`src/rtl/dram_retention.sv`:
```
module dram_retention #(
    parameter int ROWS      = 4,
    parameter int RET_LIMIT = 256,
    localparam int CNT_W    = $clog2(RET_LIMIT + 2)
) (
    input  logic            clk,
    input  logic            rst_n,
    input  logic [ROWS-1:0] open_i,
    output logic [ROWS-1:0] expired_o
);
    localparam logic [CNT_W-1:0] SAT = CNT_W'(RET_LIMIT + 1);

    logic [CNT_W-1:0] cnt_d [ROWS];
    logic [CNT_W-1:0] cnt_q [ROWS];

    always_comb begin
        for (int r = 0; r < ROWS; r++) begin
            if (open_i[r])            cnt_d[r] = '0;
            else if (cnt_q[r] == SAT) cnt_d[r] = SAT;
            else                      cnt_d[r] = cnt_q[r] + 1'b1;
        end
    end

    always_ff @(posedge clk) begin
        for (int r = 0; r < ROWS; r++) begin
            if (!rst_n) cnt_q[r] <= '0;
            else        cnt_q[r] <= cnt_d[r];
        end
    end

    for (genvar r = 0; r < ROWS; r++) begin : g_exp
        assign expired_o[r] = (cnt_q[r] == SAT);

        AST_OPEN_RESTARTS: assert property (@(posedge clk) disable iff (!rst_n)
            open_i[r] |=> !expired_o[r]);
    end
endmodule

```
`config.mk`:
```
export PLATFORM = sky130hd
export DESIGN_NAME = dram_retention
export DESIGN_NICKNAME = d
export VERILOG_FILES = /design/src/rtl/dram_retention.sv
export SDC_FILE = /design/constraint.sdc
export NUM_CORES = 1
export LEC_CHECK = 0
export ABC_CLOCK_PERIOD_IN_PS = 1500
export BUFFER_PORTS_ARGS = -buffer_cell sky130_fd_sc_hd__clkbuf_2
export CORE_ASPECT_RATIO = 1.1
export CORE_MARGIN = 2
export CORE_UTILIZATION = 50
export CTS_CLUSTER_SIZE = 28
export DETAILED_ROUTE_END_ITERATION = 8
export PLACE_DENSITY = 0.7
export SKIP_CTS_REPAIR_TIMING = 1
export SKIP_LAST_GASP = 1
export SLEW_MARGIN = 20
export SYNTH_ARGS = -nofsm -noshare
export SYNTH_HDL_FRONTEND = slang
export SYNTH_SLANG_ARGS = --single-unit
export TNS_END_PERCENT = 20
```
`constraint.sdc`:
```
create_clock -name clk -period 1.5 [get_ports clk]
set_clock_uncertainty 0.2 [all_clocks]
set_input_delay 0.3 -clock clk [delete_from_list [all_inputs] [get_ports clk]]
set_output_delay 0.3 -clock clk [all_outputs]
set_load 0.05 [all_outputs]
```
# After elaboration in Yosys (flattened, before gate mapping)
# Memory sizes are Yosys's and may differ from the RTL's.
# Index checks and enable logic that the tools add are counted.
# Widths: inputs -> output; s select.
# op_classes
muxes	14
bitwise_logic	4
n_eq_ne	4
n_addsub	4
# ops
cell	n
$mux 9	12
$add 9x1->9 const B	4
$eq 9x9->1 const B	4
$or 1x1->1	4
$mux 1	2
# word_totals
mem_count	1
in_bits	6
elab_cells	27
mem_bits_rw	36
reg_bits	0
# memory_table
memory	depth	width	read_ports	rd_ports_with_merged_regs	wr	line	source
cnt_q	4	9	4	0	4	14	logic [CNT_W-1:0] cnt_q [ROWS];

# Depth between registers and ports, before layout
# logic_depth
ltp_word	4
mapped_depth	5
depth_no_buf	5

# Worst setup path after synthesis
# OpenSTA, ideal clock, no wires.
# synth_timing
kind	flip-flop to output port
startpoint	memory cnt_q[1][12] (netlist bit)
endpoint	output expired_o[3]
t_arrival_ns	1.784
n_path_buf	0
path_slack_ns	-0.784
stages_incl_launch_ff	3
cell_sequence	dfxtp_1 or4_4 nor4_2
# synth_lines
element	line	source
start: declaration	14	
end: declaration	9	output logic [ROWS-1:0] expired_o

==> impl_summary.txt <==
----------------------------------------------------
[Clocking]
  Library cell used as clock root buffer ... clkbuf_4
  CTS Buf Count ... 5
  CTS H-tree depth ... 2
  Clock sinks ... 36
  Clock transition at the registers of the reported paths ... between 0.1 and 0.15 ns
  Latest clock arrival within the worst-skew pair ... about 0.35 ns
  CTS tree ... built
  Maximum clock path buffer count ... 2

[Placement]
  Count of port buffers added during placement ... 9
  Detail Placement HPWL ... approximately 2.7 mm
  Weighted congestion reported at the end of routability-driven placement ... between 0.8 and 0.9
  Number of placed instances, taps included ... around 270
  Instance area at placement ... 2110 um2
  Worst setup slack after placement ... -0.352 ns

[Run]
  MaxCap Viol Count ... 0

[Final layout]
  Summed area of non-filler cells in the final layout ... around 2300 um2
  Most common cell after layout, fill and taps aside ... buf_4
  Count of nets after finishing ... between 200 and 300
  Register area ... about 730 um2
  Fraction of layout instances using a drive strength above 1 ... a little over a third
  Finished Core Util ... between 70 and 80%
  Area of the multi-input gates ... 978 um2
  Area growth from synthesis to layout ... 40.9%
  Largest register by flop count ... cnt_q
  Non-Filler Instances ... 280
  Max reg flops ... 36
  Top library cells by usage in the layout, fill and taps aside ... 47 x buf_4, 31 x dfxtp_1, 15 x a21oi_1, 15 x nor2_1, 14 x o21ai_0
  Number of filler cells placed in the layout ... 223
  Antenna cell count ... 0
  Top flop regs ... cnt_q: 36 flops

[Status]
  Run status ... finished with violations
  Failing checks ... setup timing

[Timing]
  Period utilization ... 144%
  Final Max Slew Viols ... 0
  Final hold violation count ... 0
  Worst-margin pin slew ... 0.398 ns
  RSZ-0062 raised after global routing ... true
  Shortest clock period the worst path allows after layout ... roughly 2.2 ns
  Max transition margin ... approximately three quarters
  Peak Freq ... roughly 460 MHz
  Final setup viols ... 29
  Final worst slack ... -0.666 ns

[Yosys]
  Number of instances in the synthesized netlist ... approximately 180
  Cell Area, Synth ... about 1600 um2
  Distinct cell type count of the synthesized netlist ... 29
  Avg Cell Area, Syn ... 9.03 um2
  Number of synthesis warnings ... 0
  Sequential area share after synthesis ... between 40% and 50%
  Count of state elements after synthesis ... 36
  Net count of the mapped netlist ... around 200

[Floorplan]
  FP Rows ... 21
  Die W ... 58.5 um
  Die height ... 64.0 um
  Initial core utilization ... about 53%
  Area of the placeable core ... slightly above 3000 um2
  Number of I/O pins ... 10
  Floorplan die area ... approximately 3700 um2

[Detailed routing]
  Wirelength per Cell ... about 13 um
  DRC marker count from the first detailed-route iteration ... 40
  Final routed DRC violation total ... 0
  Vias/cell ... between 5 and 6
  Detailed-route via count ... 1549
  First-pass iteration count of the detailed router ... 4
  Antenna-violating nets left ... 0
  Final Routed Wirelength ... between 3 and 4 mm

[Critical path]
  Setup crit start ... cnt_q[1][12]$_SDFF_PP0_
  Critical path required time ... 1.00 ns
  Element type at the critical path start ... register
  Critical register-to-register path startpoint ... cnt_q[1][12]$_SDFF_PP0_
  Category of the critical setup timing path ... register to output pin
  Arrival time at the worst endpoint ... between 1.5 and 2 ns
  Critical path endpoint category ... output pin
  Max FO, Critical Path ... 2

[Global routing]
  Pin count of the biggest net entering global routing ... 13
  Via count of the first global-routing pass ... approximately 1600
  Wire length of the first global-routing pass ... approximately 6.6 mm
  Total routing usage reported by global routing ... between 20% and 30%
  Antenna violations before repair ... 0
  Remaining Overflow, GRT ... 0

[Power and ir drop]
  Total leakage power ... a little under 0.9 nW
  Peak VDD IR ... roughly 0.00078 V
  Overall power ... roughly 1.8 mW
  Power density over cell area ... around 770 nW/um2

[Min path]
  Classification of the worst-slack hold path ... input port to register
  Min-delay src ... open_i[1]

----------------------------------------------------
==> final cells by class <==
cell class,instances,area share (%)
tap,34,1.85
inverter,8,1.30
sequential,36,31.6
multi-input combinational,137,42.5
clock buffer,5,1.63
clock inverter,3,1.85
timing repair buffer,57,19.3
==> path summary, 6_finish.rpt <==
kind | end | slack [ns] | cells after the start
hold / removal | cnt_q[0][17]$_SDFF_PP0_ | 0.04 | 3
setup / recovery | expired_o[3] | -0.67 | 3
hold reg to reg | cnt_q[0][16]$_SDFF_PP0_ | 0.31 | 2
setup reg to reg | cnt_q[1][13]$_SDFF_PP0_ | -0.30 | 4
==> power breakdown <==
group	total [mW]	internal, mW	switching, mW
combinational	0.108	0.0568	0.0516
clock	0.697	0.347	0.350
sequential	0.975	0.967	0.00770
==> Yosys cell counts (all sizes together) <==
library cell	instances	area, um2
nor2	17	63.8
o31a	2	17.5
o21a	2	15.0
nor4	3	25.0
nand4	5	31.3
nand2b	3	18.8
or3	13	81.3
nor4b	4	35.0
ha	8	100
or4	2	18.8
a21oi	16	80.1
o21ai	15	78.8
and2	1	6.26
o41ai	1	27.5
o31ai	1	7.51
xor2	7	61.3
o21ba	1	10.0
xnor2	5	43.8
nand2	13	48.8
or4b	2	20.0
dfxtp	36	721
nand3	12	65.1
inv	8	30.0
a21o	2	15.0
nor2b	2	12.5
==> through the flow <==
step	hold slack, ns	setup TNS (ns)
after floorplan	0.253	-2.35
after global placement	0.277	-4.24
after detailed placement	0.295	-6.26
after CTS	0.0175	-8.70
after global routing	0.0393	-9.07
final	0.0389	-6.38
==> kinds of logic after synthesis <==
group	Yosys count	synth area share, %
AO/OA/AOI/OAI	40	15.4
adder cells (fa/ha/maj)	8	6.13
AND/OR/NAND/NOR	77	26.1
buffers and inverters	8	1.84
XOR/XNOR	12	6.43
flip-flops	36	44.1
==> metal layers <==
| layer | vias to the layer above | track usage [%] | share of wire, % |
|---|---|---|---|
| met1 | 736 | 25.3 | 42 |
| met3 | 7 | 6.68 | 3.6 |
| met5 | - | 0 | 0 |
| met2 | 25 | 40.0 | 53 |
| li1 | 781 | - | - |
| met4 | 0 | 8.43 | 1.4 |
==> worst max-delay path, stage by stage (launching register included) <==
cell and delay [ns]:
dfxtp_2 0.34, or4_4 0.55, nor4_4 0.24, buf_12 0.18
(Power assumes the default switching activity.)
